[src/rtl/ubr_pkg.sv]
package ubr_pkg;
  typedef enum logic [1:0] {
    CLS_MEM  = 2'd0,
    CLS_IO   = 2'd1,
    CLS_CFG  = 2'd2,
    CLS_PEER = 2'd3
  } ubr_cls_e;
endpackage

[src/rtl/ubr_decode.sv]
module ubr_decode
  import ubr_pkg::*;
#(
  parameter int ADDR_W = 40,
  parameter int NWIN   = 4,
  parameter logic [ADDR_W-1:0] IO_LO  = 40'hFD_FC00_0000,
  parameter logic [ADDR_W-1:0] IO_HI  = 40'hFD_FDFF_FFFF,
  parameter logic [ADDR_W-1:0] CFG_LO = 40'hFD_FE00_0000,
  parameter logic [ADDR_W-1:0] CFG_HI = 40'hFD_FFFF_FFFF
) (
  input  logic [ADDR_W-3:0]      addr_i,
  input  logic [NWIN*(ADDR_W-2)-1:0] base_i,
  input  logic [NWIN*(ADDR_W-2)-1:0] limit_i,
  input  logic [NWIN-1:0]        en_i,
  output ubr_cls_e               cls_o
);
  localparam int DW_W = ADDR_W - 2;
  localparam logic [DW_W-1:0] IO_LO_DW  = IO_LO[ADDR_W-1:2];
  localparam logic [DW_W-1:0] IO_HI_DW  = IO_HI[ADDR_W-1:2];
  localparam logic [DW_W-1:0] CFG_LO_DW = CFG_LO[ADDR_W-1:2];
  localparam logic [DW_W-1:0] CFG_HI_DW = CFG_HI[ADDR_W-1:2];

  logic [NWIN-1:0] hit;
  logic in_io, in_cfg;

  for (genvar i = 0; i < NWIN; i++) begin : g_win
    logic [DW_W-1:0] lo, hi;
    assign lo     = base_i[i*DW_W +: DW_W];
    assign hi     = limit_i[i*DW_W +: DW_W];
    assign hit[i] = en_i[i] && (addr_i >= lo) && (addr_i <= hi);
  end

  assign in_io  = (addr_i >= IO_LO_DW)  && (addr_i <= IO_HI_DW);
  assign in_cfg = (addr_i >= CFG_LO_DW) && (addr_i <= CFG_HI_DW);

  // fixed windows outrank programmed peer windows
  always_comb begin
    if (in_io)       cls_o = CLS_IO;
    else if (in_cfg) cls_o = CLS_CFG;
    else if (|hit)   cls_o = CLS_PEER;
    else             cls_o = CLS_MEM;
  end
endmodule

[src/rtl/ubr_fifo.sv]
module ubr_fifo #(
  parameter int W     = 8,
  parameter int DEPTH = 4
) (
  input  logic         clk_i,
  input  logic         rst_ni,
  input  logic         push_i,
  input  logic [W-1:0] wdata_i,
  input  logic         pop_i,
  output logic [W-1:0] rdata_o,
  output logic         full_o,
  output logic         empty_o
);
  localparam int AW = (DEPTH > 1) ? $clog2(DEPTH) : 1;

  logic [W-1:0]  mem_q [DEPTH];
  logic [AW-1:0] wp_q, rp_q;
  logic [AW:0]   cnt_q;

  function automatic logic [AW-1:0] nxt(input logic [AW-1:0] p);
    return (p == AW'(DEPTH-1)) ? '0 : p + AW'(1);
  endfunction

  always_ff @(posedge clk_i) begin
    if (push_i) mem_q[wp_q] <= wdata_i;
  end

  always_ff @(posedge clk_i or negedge rst_ni) begin
    if (!rst_ni) begin
      wp_q  <= '0;
      rp_q  <= '0;
      cnt_q <= '0;
    end else begin
      if (push_i) wp_q <= nxt(wp_q);
      if (pop_i)  rp_q <= nxt(rp_q);
      case ({push_i, pop_i})
        2'b10:   cnt_q <= cnt_q + 1'b1;
        2'b01:   cnt_q <= cnt_q - 1'b1;
        default: cnt_q <= cnt_q;
      endcase
    end
  end

  assign rdata_o = mem_q[rp_q];
  assign full_o  = (cnt_q == (AW+1)'(DEPTH));
  assign empty_o = (cnt_q == '0);


  no_overflow_chk: assert property (@(posedge clk_i) disable iff (!rst_ni)
    push_i |-> !full_o);

  no_underflow_chk: assert property (@(posedge clk_i) disable iff (!rst_ni)
    pop_i |-> !empty_o);
endmodule

[src/rtl/ubr_tag_table.sv]
module ubr_tag_table #(
  parameter int TAG_W = 5
) (
  input  logic                  clk_i,
  input  logic                  rst_ni,
  input  logic                  set_en_i,
  input  logic [TAG_W-1:0]      set_tag_i,
  input  logic                  set_read_i,
  input  logic                  clr_en_i,
  input  logic [TAG_W-1:0]      clr_tag_i,
  output logic [(1<<TAG_W)-1:0] busy_o,
  output logic [(1<<TAG_W)-1:0] read_o
);
  localparam int NTAG = 1 << TAG_W;

  for (genvar i = 0; i < NTAG; i++) begin : g_ent
    always_ff @(posedge clk_i or negedge rst_ni) begin
      if (!rst_ni) begin
        busy_o[i] <= 1'b0;
        read_o[i] <= 1'b0;
      end else if (set_en_i && set_tag_i == TAG_W'(i)) begin
        busy_o[i] <= 1'b1;
        read_o[i] <= set_read_i;
      end else if (clr_en_i && clr_tag_i == TAG_W'(i)) begin
        busy_o[i] <= 1'b0;
      end
    end
  end


  set_free_chk: assert property (@(posedge clk_i) disable iff (!rst_ni)
    set_en_i |-> !busy_o[set_tag_i]);

  clr_busy_chk: assert property (@(posedge clk_i) disable iff (!rst_ni)
    clr_en_i |-> busy_o[clr_tag_i]);
endmodule

[src/rtl/ubr_reflector.sv]
module ubr_reflector
  import ubr_pkg::*;
#(
  parameter int ADDR_W     = 40,
  parameter int DATA_W     = 32,
  parameter int TAG_W      = 5,
  parameter int NWIN       = 4,
  parameter int FIFO_DEPTH = 4,
  parameter logic [ADDR_W-1:0] IO_LO  = 40'hFD_FC00_0000,
  parameter logic [ADDR_W-1:0] IO_HI  = 40'hFD_FDFF_FFFF,
  parameter logic [ADDR_W-1:0] CFG_LO = 40'hFD_FE00_0000,
  parameter logic [ADDR_W-1:0] CFG_HI = 40'hFD_FFFF_FFFF
) (
  input  logic                       clk_i,
  input  logic                       rst_ni,
  input  logic [NWIN*(ADDR_W-2)-1:0] win_base_i,
  input  logic [NWIN*(ADDR_W-2)-1:0] win_limit_i,
  input  logic [NWIN-1:0]            win_en_i,
  input  logic                       up_req_valid_i,
  output logic                       up_req_ready_o,
  input  logic [ADDR_W-3:0]          up_req_addr_i,
  input  logic                       up_req_write_i,
  input  logic                       up_req_posted_i,
  input  logic [TAG_W-1:0]           up_req_tag_i,
  input  logic [DATA_W-1:0]          up_req_data_i,
  output logic                       dn_req_valid_o,
  input  logic                       dn_req_ready_i,
  output logic [ADDR_W-3:0]          dn_req_addr_o,
  output logic                       dn_req_write_o,
  output logic                       dn_req_posted_o,
  output logic [TAG_W-1:0]           dn_req_tag_o,
  output logic [DATA_W-1:0]          dn_req_data_o,
  output logic                       host_req_valid_o,
  input  logic                       host_req_ready_i,
  output logic [ADDR_W-3:0]          host_req_addr_o,
  output logic                       host_req_write_o,
  output logic                       host_req_posted_o,
  output logic [TAG_W-1:0]           host_req_tag_o,
  output logic [DATA_W-1:0]          host_req_data_o,
  output logic [1:0]                 host_req_cls_o,
  input  logic                       peer_rsp_valid_i,
  output logic                       peer_rsp_ready_o,
  input  logic [TAG_W-1:0]           peer_rsp_tag_i,
  input  logic [DATA_W-1:0]          peer_rsp_data_i,
  input  logic                       host_rsp_valid_i,
  output logic                       host_rsp_ready_o,
  input  logic [TAG_W-1:0]           host_rsp_tag_i,
  input  logic [DATA_W-1:0]          host_rsp_data_i,
  output logic                       dn_rsp_valid_o,
  input  logic                       dn_rsp_ready_i,
  output logic [TAG_W-1:0]           dn_rsp_tag_o,
  output logic                       dn_rsp_read_o,
  output logic [DATA_W-1:0]          dn_rsp_data_o,
  output logic                       rsp_err_o
);
  localparam int DW_W   = ADDR_W - 2;
  localparam int NTAG   = 1 << TAG_W;
  localparam int REQ_W  = DW_W + 2 + TAG_W + DATA_W;
  localparam int HREQ_W = REQ_W + 2;
  localparam int RSP_W  = TAG_W + 1 + DATA_W;

  // ---------------- request path ----------------
  ubr_cls_e        req_cls;
  logic            to_peer, req_np, req_acc;
  logic            dn_full, dn_empty, host_full, host_empty, rsp_full, rsp_empty;
  logic [NTAG-1:0] tag_busy, tag_rd;
  logic [REQ_W-1:0]  req_word, dn_word;
  logic [HREQ_W-1:0] host_word;

  ubr_decode #(
    .ADDR_W(ADDR_W), .NWIN(NWIN),
    .IO_LO(IO_LO), .IO_HI(IO_HI), .CFG_LO(CFG_LO), .CFG_HI(CFG_HI)
  ) u_decode (
    .addr_i (up_req_addr_i),
    .base_i (win_base_i),
    .limit_i(win_limit_i),
    .en_i   (win_en_i),
    .cls_o  (req_cls)
  );

  assign to_peer = (req_cls == CLS_PEER);
  assign req_np  = !(up_req_write_i && up_req_posted_i);
  assign up_req_ready_o = !(to_peer ? dn_full : host_full) &&
                          !(req_np && tag_busy[up_req_tag_i]);
  assign req_acc  = up_req_valid_i && up_req_ready_o;
  assign req_word = {up_req_addr_i, up_req_write_i, up_req_posted_i,
                     up_req_tag_i, up_req_data_i};

  ubr_fifo #(.W(REQ_W), .DEPTH(FIFO_DEPTH)) u_dn_q (
    .clk_i, .rst_ni,
    .push_i (req_acc && to_peer),
    .wdata_i(req_word),
    .pop_i  (dn_req_valid_o && dn_req_ready_i),
    .rdata_o(dn_word),
    .full_o (dn_full),
    .empty_o(dn_empty)
  );

  ubr_fifo #(.W(HREQ_W), .DEPTH(FIFO_DEPTH)) u_host_q (
    .clk_i, .rst_ni,
    .push_i (req_acc && !to_peer),
    .wdata_i({req_cls, req_word}),
    .pop_i  (host_req_valid_o && host_req_ready_i),
    .rdata_o(host_word),
    .full_o (host_full),
    .empty_o(host_empty)
  );

  assign dn_req_valid_o = !dn_empty;
  assign {dn_req_addr_o, dn_req_write_o, dn_req_posted_o,
          dn_req_tag_o, dn_req_data_o} = dn_word;

  assign host_req_valid_o = !host_empty;
  assign {host_req_cls_o, host_req_addr_o, host_req_write_o, host_req_posted_o,
          host_req_tag_o, host_req_data_o} = host_word;

  // ---------------- response path ----------------
  logic              rsp_acc, rsp_hit, rsp_push, rsp_rd, err_q;
  logic [TAG_W-1:0]  rsp_tag;
  logic [DATA_W-1:0] rsp_data;
  logic [RSP_W-1:0]  rsp_word;

  // peer side has fixed priority
  assign peer_rsp_ready_o = !(tag_busy[peer_rsp_tag_i] && rsp_full);
  assign host_rsp_ready_o = !peer_rsp_valid_i &&
                            !(tag_busy[host_rsp_tag_i] && rsp_full);

  assign rsp_tag  = peer_rsp_valid_i ? peer_rsp_tag_i  : host_rsp_tag_i;
  assign rsp_data = peer_rsp_valid_i ? peer_rsp_data_i : host_rsp_data_i;
  assign rsp_acc  = (peer_rsp_valid_i && peer_rsp_ready_o) ||
                    (host_rsp_valid_i && host_rsp_ready_o);
  assign rsp_hit  = tag_busy[rsp_tag];
  assign rsp_rd   = tag_rd[rsp_tag];
  assign rsp_push = rsp_acc && rsp_hit;

  ubr_tag_table #(.TAG_W(TAG_W)) u_tags (
    .clk_i, .rst_ni,
    .set_en_i  (req_acc && req_np),
    .set_tag_i (up_req_tag_i),
    .set_read_i(!up_req_write_i),
    .clr_en_i  (rsp_push),
    .clr_tag_i (rsp_tag),
    .busy_o    (tag_busy),
    .read_o    (tag_rd)
  );

  ubr_fifo #(.W(RSP_W), .DEPTH(FIFO_DEPTH)) u_rsp_q (
    .clk_i, .rst_ni,
    .push_i (rsp_push),
    .wdata_i({rsp_tag, rsp_rd, rsp_rd ? rsp_data : '0}),
    .pop_i  (dn_rsp_valid_o && dn_rsp_ready_i),
    .rdata_o(rsp_word),
    .full_o (rsp_full),
    .empty_o(rsp_empty)
  );

  assign dn_rsp_valid_o = !rsp_empty;
  assign {dn_rsp_tag_o, dn_rsp_read_o, dn_rsp_data_o} = rsp_word;

  always_ff @(posedge clk_i or negedge rst_ni) begin
    if (!rst_ni)                  err_q <= 1'b0;
    else if (rsp_acc && !rsp_hit) err_q <= 1'b1;
  end
  assign rsp_err_o = err_q;


  np_track_chk: assert property (@(posedge clk_i) disable iff (!rst_ni)
    (req_acc && req_np) |=> tag_busy[$past(up_req_tag_i)]);

  rsp_clear_chk: assert property (@(posedge clk_i) disable iff (!rst_ni)
    rsp_push |=> !tag_busy[$past(rsp_tag)]);

  err_sticky_chk: assert property (@(posedge clk_i) disable iff (!rst_ni)
    rsp_err_o |=> rsp_err_o);

  rsp_prio_chk: assert property (@(posedge clk_i) disable iff (!rst_ni)
    peer_rsp_valid_i |-> !host_rsp_ready_o);

  rsp_hold_chk: assert property (@(posedge clk_i) disable iff (!rst_ni)
    (dn_rsp_valid_o && !dn_rsp_ready_i) |=> (dn_rsp_valid_o && $stable(dn_rsp_tag_o)));

  host_cls_chk: assert property (@(posedge clk_i) disable iff (!rst_ni)
    host_req_valid_o |-> (host_req_cls_o != CLS_PEER));
endmodule

[config.mk]
export PLATFORM = sky130hd
export DESIGN_NAME = ubr_reflector
export DESIGN_NICKNAME = d
export VERILOG_FILES = /design/src/rtl/ubr_pkg.sv /design/src/rtl/ubr_decode.sv /design/src/rtl/ubr_fifo.sv /design/src/rtl/ubr_tag_table.sv /design/src/rtl/ubr_reflector.sv
export SDC_FILE = /design/constraint.sdc
export NUM_CORES = 1
export LEC_CHECK = 0
export BUFFER_PORTS_ARGS = -buffer_cell sky130_fd_sc_hd__buf_4
export CORE_MARGIN = 8
export CORE_UTILIZATION = 45
export DETAILED_ROUTE_END_ITERATION = 6
export GPL_TIMING_DRIVEN = 0
export PLACE_DENSITY = 0.66
export SETUP_SLACK_MARGIN = 0.02
export SYNTH_ARGS = -nofsm -noshare
export SYNTH_HDL_FRONTEND = slang
export SYNTH_SLANG_ARGS = --single-unit
[constraint.sdc]
create_clock -name clk_i -period 6.05 [get_ports clk_i]
set_input_delay 0.605 -clock clk_i [delete_from_list [all_inputs] [get_ports clk_i]]
set_output_delay 0.605 -clock clk_i [all_outputs]
set_load 0.1 [all_outputs]
==> results of run 1 <==
-- area by class of cell --
type	instances	area, µm²	share of cell area, %
Sequential cell	862	25500	49.3
Multi-Input combinational cell	1477	14700	28.4
Timing Repair Buffer	676	5310	10.3
Clock buffer	116	2390	4.63
Tap cell	1254	1570	3.04
Inverter	366	1370	2.66
Buffer	99	425	0.824
Clock inverter	43	389	0.754
Antenna cell	19	47.5	0.0921
-- state kept, by name (all words and copies together) (netlist names) --
name            flops
u_host_q.cnt_q      3
u_rsp_q.mem_q     152
u_tags.read_o      32
u_dn_q.rp_q         2
u_dn_q.mem_q      308
rsp_err_o           1
u_tags.busy_o      32
u_rsp_q.cnt_q       3
u_rsp_q.rp_q        2
u_dn_q.cnt_q        3
u_dn_q.wp_q         2
u_host_q.rp_q       2
u_rsp_q.wp_q        2
u_host_q.mem_q    316
u_host_q.wp_q       2
-- how the worst max path moves through the flow --
stage,startpoint,end,slack [ns],cells after the start
after floorplan,win_limit_i[63],u_dn_q.mem_q[0][0],0.75,12
after global placement,up_req_addr_i[0],u_host_q.mem_q[0][18],-2.87,12
after detailed placement,up_req_addr_i[0],u_host_q.mem_q[1][12],-0.18,13
after CTS,up_req_addr_i[0],u_host_q.mem_q[1][47],0.50,13
after global routing,up_req_addr_i[0],u_host_q.mem_q[0][47],0.31,13
final,up_req_addr_i[0],u_host_q.mem_q[1][14],0.55,13
-- power by group --
group / internal, mW / switching (mW) / leakage, nW / total (mW)
clock: 3.00 / 2.22 / 1.37 / 5.22
sequential: 7.36 / 0.325 / 8.03 / 7.69
combinational: 3.15 / 9.10 / 11.3 / 12.2
total: 13.5 / 11.6 / 20.7 / 25.2
-- metal layers --
| metal | vias up | part of all wire, % | global-route usage, % |
|---|---|---|---|
| met5 | - | 0.010 | 0 |
| met4 | 2 | 3.1 | 8.04 |
| met3 | 177 | 7.3 | 5.46 |
| met2 | 1014 | 50 | 41.6 |
| met1 | 13599 | 40 | 30.3 |
| li1 | 12369 | - | - |
-- per-stage QoR --
step	total power, mW	worst slack, ns
finish	25.2	0.554
global route	26.1	0.308
CTS	25.4	0.499
detailed placement	20.2	-0.180
global placement	20.1	-2.87
floorplan	16.9	0.745
-- placed cells by master (no fill, tap or decap), types with 8 or more instances in the layout --
cell type,n
a211oi_1,22
edfxtp_1,776
o21ai_1,27
nand4_1,56
diode_2,19
nor2_1,110
nor4_1,28
o41ai_1,32
nand2b_1,12
mux2i_1,67
and2_4,8
a21oi_1,115
o211ai_1,21
inv_1,363
nand2_1,144
clkinv_2,16
a311oi_1,13
ha_1,322
clkbuf_16,89
buf_1,28
clkbuf_1,76
buf_4,664
clkinv_1,17
buf_16,9
a21o_1,27
buf_2,10
nor3_1,31
o21ai_0,64
mux4_2,225
dfrtp_1,86
nand3_1,43
-- cells by family (layout without fill, tap and decap cells) --
| family | after synthesis | count (layout) | share of synthesized area, % |
|---|---|---|---|
| AOI/OAI and AO/OA | 373 | 373 | 5.69 |
| muxes | 300 | 300 | 13.9 |
| adders and majority gates | 325 | 325 | 9.76 |
| DFF | 862 | 862 | 60.8 |
| buffers and inverters | 465 | 1300 | 4.29 |
| and+or+nand+nor | 470 | 470 | 5.37 |
| other | 0 | 19 | 0 |
| xor gates and xnor gates | 9 | 9 | 0.188 |
==> results_tabular.tex, run 1 <==
\begin{tabular}{lr}
\hline
Metric & Value \\
\hline
\multicolumn{2}{l}{\textbf{Synthesis}} \\
\quad Flip-flop and latch count after synthesis & 862 \\
\quad Proportion of synthesized chip area in sequential cells & 60.8\% \\
\quad Library cell occupying the most area in the post-synthesis netlist & edfxtp\_1 \\
\quad Leading post-synthesis cells by cell area & edfxtp\_1 (56\%), mux4\_2 (12\%), ha\_1 (9.6\%) \\
\quad Mapped Nets & 3,596 \\
\quad Count of unique library cells instantiated by Yosys & 64 \\
\quad Post-synthesis cell area & 41,900 µm² \\
\quad Synth top area share & 55.6\% \\
\quad Syn avg cell area & 14.9 µm² \\
\quad Library cell with the highest instance count after synthesis & edfxtp\_1 \\
\quad Leading register cell type out of synthesis & edfxtp\_1 \\
\quad Post-synth EDFFs & 776 \\
\quad Top cell types by occurrence after synthesis & edfxtp\_1 (776), inv\_1 (363), ha\_1 (322) \\
\quad Share of flip-flops with an asynchronous set or reset & 9.98\% \\
\quad Total of warnings raised by yosys & 0 \\
\quad Number of standard cells after synthesis & 2,804 \\
\multicolumn{2}{l}{\textbf{Route}} \\
\quad Drt first pass iters & 6 \\
\quad Via-per-instance ratio & 5.53 \\
\quad Initial detailed-routing violation count & 2,295 \\
\quad ANT nets after route & 0 \\
\quad Routed Wire Length & 127 mm \\
\quad Remaining routing DRC violations & 0 \\
\quad Routed len/inst & 25.9 µm \\
\quad Number of vias after detailed routing & 27,161 \\
\multicolumn{2}{l}{\textbf{Placement}} \\
\quad Hpwl dp & 93.6 mm \\
\quad Cell area after placement & 48,800 µm² \\
\quad Total of buffers placed on input and output ports & 663 \\
\quad DP Cell Count & 4,734 \\
\quad Placer Congestion & 0.923 \\
\multicolumn{2}{l}{\textbf{Layout}} \\
\quad Layout Cells excl Fill & 4,912 \\
\quad Layout cell share with drive strength beyond 1 & 29.4\% \\
\quad Post-synthesis to final-layout area growth & 23.2\% \\
\quad Net count of the finished layout & 4,361 \\
\quad Filler Cells Inserted & 7,625 \\
\quad Final core utilization & 55.6\% \\
\quad Post-route cell area & 51,600 µm² \\
\multicolumn{2}{l}{\textbf{Pwr}} \\
\quad Leakage & 20.7 nW \\
\quad Worst vdd ir & 0.403 mV \\
\quad Power density cells & 487 nW/µm² \\
\multicolumn{2}{l}{\textbf{STA}} \\
\quad Measured slew at the worst slew-check pin & 1.16 ns \\
\quad Number of max-slew violations in the final report & 0 \\
\quad Aggregate negative setup slack & 0 ns \\
\quad Worst slew margin relative to its limit & 22.4\% \\
\quad RSZ-0062 raised after global routing & false \\
\quad Setup-violating endpoint count in the final report & 0 \\
\quad Period utilisation layout & 90.8\% \\
\quad Setup skew after layout & 0.0253 ns \\
\quad Worst Hold Margin & 0.173 ns \\
\quad Achievable Freq & 182 MHz \\
\quad Crit path time final & 5.50 ns \\
\quad Number of hold violations in the final report & 0 \\
\multicolumn{2}{l}{\textbf{Floorplanning}} \\
\quad Area inside the core boundary & 92,800 µm² \\
\quad Row Count & 112 \\
\quad Die outline width & 321 µm \\
\quad Die outline height & 321 µm \\
\quad Starting density of the core & 45.2\% \\
\quad Die area & 103,000 µm² \\
\quad Count of pins on the block boundary & 668 \\
\multicolumn{2}{l}{\textbf{Worst setup path}} \\
\quad Critical-path maximum fanout & 44 \\
\quad Critical R2R Capture & u\_host\_q.mem\_q[1][14] \\
\quad Kind of start point of the critical path & input pin \\
\quad Worst-case reg-to-reg path depth & 8 \\
\quad Worst r2r src & u\_tags.busy\_o[31] \\
\quad Required time at the endpoint of the critical path & 6.35 ns \\
\quad Kind of cell adding the most delay to the critical path & compound AO/OA/AOI/OAI gates \\
\quad Data arrival time of the worst path & 5.79 ns \\
\quad Critical Path End Type & register \\
\quad Crit path largest cell delay & 1.00 ns \\
\quad Slowest-stage cell, CP & a221oi\_1 \\
\quad Worst setup slack for register-to-register paths & 1.78 ns \\
\quad Critical path buffers and inverters & 3 \\
\quad Cell breakdown of the critical path & buf\_4, inv\_1, ha\_1, nand2b\_1, a31oi\_1, o21ai\_0, a311o\_1, o2111ai\_1, o2bb2ai\_1, nand4\_1, a221oi\_1, and2\_4, buf\_16 \\
\quad Critical path type & input pin to register \\
\multicolumn{2}{l}{\textbf{Clock tree}} \\
\quad Number of hold buffers added after CTS & 0 \\
\quad Maximum level of the CTS H-tree & 3 \\
\quad Cell chosen for the clock root & clkbuf\_16 \\
\quad Worst-case clock buffer depth & 3 \\
\quad Post-CTS setup buffer count & 0 \\
\quad Clock latency on the worst-skew pair & 0.64 ns \\
\quad Clock tree from TritonCTS & done \\
\quad Inserted Clock Buffers & 87 \\
\quad Count of cells resized by post-cts repair & 0 \\
\quad Register clock-pin slew on the reported worst setup and hold paths & 0.06 ns \\
\quad Count of clock tree sinks & 862 \\
\multicolumn{2}{l}{\textbf{Global route}} \\
\quad Initial antenna violation count & 21 \\
\quad Combined global-route utilization of all metal layers & 24.2\% \\
\quad Total congestion overflow & 0 \\
\quad Via count of the first global-routing pass & 28,288 \\
\quad Maximum number of pins on one net before global-route repair & 87 \\
\quad Wire length of the first global-routing pass & 186 mm \\
\multicolumn{2}{l}{\textbf{Status}} \\
\quad Run status & complete, no violations \\
\multicolumn{2}{l}{\textbf{Min path}} \\
\quad Worst min-delay path category & input pin to asynchronous set/reset pin \\
\multicolumn{2}{l}{\textbf{Job}} \\
\quad Max cap viols & 0 \\
\hline
\end{tabular}
No activity file was read; power rests on OpenSTA's default activity.
==> run 2, diff against run 1 <==
Settings changed: GPL_TIMING_DRIVEN 0 to unset.
==> run 2 against run 1 <==
Net effect: critical path type is now input pin to output pin; clock skew decreased by 0.0035 ns; largest cell class unchanged; power decreased by 1.5%; clock power decreased by 3%.
==> results_tabular.tex, run 2 (synthesis results as in run 1) <==
\begin{tabular}{lr}
\hline
Metric & Value \\
\hline
\multicolumn{2}{l}{\textbf{Status}} \\
\quad Run status & complete, no violations \\
\multicolumn{2}{l}{\textbf{Pwr}} \\
\quad Leakage & 20.6 nW (-0.47\%) \\
\quad Power density cells & 484 nW/µm² (-0.77\%) \\
\quad Worst vdd ir & 0.681 mV (+69\%) \\
\multicolumn{2}{l}{\textbf{Worst setup path}} \\
\quad Most Frequent Cell on Critical Path & buf\_4 \\
\quad Kind of start point of the critical path & input pin \\
\quad Crit path largest cell delay & 1.10 ns (+0.10 ns) \\
\quad Critical Path End Type & output pin \\
\quad Critical path buffers and inverters & 3 (unchanged) \\
\quad Slowest-stage cell, CP & nor4\_1 \\
\quad Critical path type & input pin to output pin \\
\quad Required time at the endpoint of the critical path & 5.44 ns (-0.91 ns) \\
\quad Cell breakdown of the critical path & buf\_4, ha\_1, nand4\_1, nor4\_1, a21oi\_1, o22ai\_1, nand4\_1, buf\_4, nand3\_1, and3\_1, buf\_4 \\
\quad Data arrival time of the worst path & 4.30 ns (-1.49 ns) \\
\quad Critical-path maximum fanout & 17 (-61\%) \\
\quad Worst setup slack for register-to-register paths & 2.43 ns (+0.65 ns) \\
\quad Kind of cell adding the most delay to the critical path & simple AND/OR/NAND/NOR gates \\
\multicolumn{2}{l}{\textbf{Layout}} \\
\quad Highest-count cells in the layout ignoring fill and taps & edfxtp\_1 (776), buf\_4 (704), inv\_1 (363), ha\_1 (322), mux4\_2 (225) \\
\quad Layout cell share with drive strength beyond 1 & 30.5\% (+1.1 points) \\
\quad Register name with the most flops & u\_host\_q.mem\_q \\
\quad Post-synthesis to final-layout area growth & 22.3\% \\
\quad Most frequent standard cell in the layout excluding fill and tap cells & edfxtp\_1 \\
\quad Post-route cell area & 51,300 µm² (-0.70\%) \\
\quad Net count of the finished layout & 4,297 (-1.5\%) \\
\quad Max FFs per register & 316 (unchanged) \\
\quad Leading registers by flop count & u\_host\_q.mem\_q x316, u\_dn\_q.mem\_q x308, u\_rsp\_q.mem\_q x152 \\
\quad Final core utilization & 55.3\% (-0.39 points) \\
\quad Layout Cells excl Fill & 4,837 (-1.5\%) \\
\multicolumn{2}{l}{\textbf{Global route}} \\
\quad Combined global-route utilization of all metal layers & 23.5\% (-0.75 points) \\
\quad Total congestion overflow & 0 (unchanged) \\
\quad Maximum number of pins on one net before global-route repair & 60 (-31\%) \\
\quad Initial antenna violation count & 11 (-48\%) \\
\quad Via count of the first global-routing pass & 27,998 (-1.0\%) \\
\quad Wire length of the first global-routing pass & 181 mm (-2.5\%) \\
\multicolumn{2}{l}{\textbf{Min path}} \\
\quad Worst min-delay path category & input pin to register \\
\multicolumn{2}{l}{\textbf{Route}} \\
\quad ANT nets after route & 0 (unchanged) \\
\quad Routed Wire Length & 124 mm (-2.9\%) \\
\quad Remaining routing DRC violations & 0 (unchanged) \\
\quad Via-per-instance ratio & 5.57 (+0.79\%) \\
\quad Initial detailed-routing violation count & 2,448 (+6.7\%) \\
\quad Drt first pass iters & 6 (unchanged) \\
\quad Routed len/inst & 25.5 µm (-1.4\%) \\
\quad Number of vias after detailed routing & 26,958 (-0.75\%) \\
\multicolumn{2}{l}{\textbf{STA}} \\
\quad Number of max-slew violations in the final report & 0 (unchanged) \\
\quad RSZ-0062 raised after global routing & false \\
\quad Setup-violating endpoint count in the final report & 0 (unchanged) \\
\quad Achievable Freq & 204 MHz (+12\%) \\
\quad Worst slew margin relative to its limit & 14.9\% (-7.5 points) \\
\quad Crit path time final & 4.91 ns (-0.590 ns) \\
\quad Number of hold violations in the final report & 0 (unchanged) \\
\quad Setup skew after layout & 0.0218 ns (-0.00353 ns) \\
\quad Measured slew at the worst slew-check pin & 1.26 ns (+0.101 ns) \\
\quad Period utilisation layout & 81.1\% (-9.8 points) \\
\quad Worst Hold Margin & 0.216 ns (+0.0426 ns) \\
\quad Aggregate negative setup slack & 0 ns (unchanged) \\
\multicolumn{2}{l}{\textbf{Placement}} \\
\quad Hpwl dp & 90.1 mm (-3.7\%) \\
\quad Placer Congestion & 0.938 (+1.6\%) \\
\quad Total of buffers placed on input and output ports & 667 (+0.60\%) \\
\quad DP Cell Count & 4,671 (-1.3\%) \\
\quad Cell area after placement & 48,600 µm² (-0.49\%) \\
\multicolumn{2}{l}{\textbf{Clock tree}} \\
\quad Clock latency on the worst-skew pair & 0.63 ns (about the same) \\
\quad Inserted Clock Buffers & 85 (-2.3\%) \\
\quad Post-CTS setup buffer count & 0 (unchanged) \\
\quad Count of clock tree sinks & 862 (unchanged) \\
\quad Clock tree from TritonCTS & done \\
\quad Register clock-pin slew on the reported worst setup and hold paths & 0.07 ns (about the same) \\
\quad Maximum level of the CTS H-tree & 3 (unchanged) \\
\quad Worst-case clock buffer depth & 3 (unchanged) \\
\quad Cell chosen for the clock root & clkbuf\_16 \\
\multicolumn{2}{l}{\textbf{Floorplanning}} \\
\quad Row Count & 112 (unchanged) \\
\quad Die area & 103,000 µm² (unchanged) \\
\quad Starting density of the core & 45.2\% (unchanged) \\
\quad Die outline height & 321 µm (unchanged) \\
\quad Count of pins on the block boundary & 668 (unchanged) \\
\quad Area inside the core boundary & 92,800 µm² (unchanged) \\
\quad Die outline width & 321 µm (unchanged) \\
\multicolumn{2}{l}{\textbf{Job}} \\
\quad Max cap viols & 0 (unchanged) \\
\hline
\end{tabular}
[run 2: cell types whose count changed in the layout (fill, tap and decap cells not counted), sizes merged, moves of 2 or more]
cell / before / now
bufinv: 5 / 2
diode: 19 / 8
clkinv: 37 / 41
clkbuf: 171 / 110
buf: 720 / 712
inv: 366 / 368
[run 2: metrics by stage]
stage	worst slack [ns]	total power, mW
after floorplan	0.745	16.9
after global placement	1.01	19.9
after detailed placement	0.974	20.0
after CTS	1.07	25.1
after global routing	0.977	25.7
final	1.14	24.8
[run 2: final timing paths]
| check | start | endpoint | cells after the start |
|---|---|---|---|
| hold reg to reg | rsp_err_o | rsp_err_o | 1 |
| min in group asynchronous | rst_ni | rsp_err_o | 2 |
| setup reg to reg | u_tags.busy_o[19] | u_tags.read_o[27] | 9 |
| setup / recovery | up_req_addr_i[37] | up_req_ready_o | 11 |
| max in group asynchronous | rst_ni | u_tags.read_o[1] | 3 |
| hold / removal | up_req_data_i[13] | u_host_q.mem_q[0][13] | 1 |
[run 2: routing by layer]
| metal | GRT usage [%] | share of wire (%) | up-vias | wire, µm |
|---|---|---|---|---|
| met2 | 40.4 | 50 | 1019 | 61200 |
| met5 | 0 | 0.022 | - | 27 |
| met4 | 9.32 | 4.1 | 4 | 5090 |
| met1 | 29.0 | 40 | 13494 | 49000 |
| li1 | - | - | 12232 | - |
| met3 | 4.76 | 6.6 | 209 | 8130 |
[run 2: cell type report]
| type | instances | area, µm² |
|---|---|---|
| fillers | 7575 | 41500 |
| flip-flops and latches | 862 | 25500 |
| multi-input cells | 1477 | 14700 |
| repair buffers | 713 | 5460 |
| clock buffers | 110 | 2320 |
| well taps | 1254 | 1570 |
| inverters | 366 | 1370 |
| clock inverters | 47 | 355 |
| diodes | 8 | 20.0 |
[run 2: timing repair]
item,CTS,global route
hold endpoints to repair,27,0
resized for setup,0,0
hold buffers,1,0
[run 2: power by group]
group          internal (mW)  switching (mW)
registers               7.37           0.576
logic                   3.10            8.70
clock network           2.82            2.23
total                   13.3            11.5
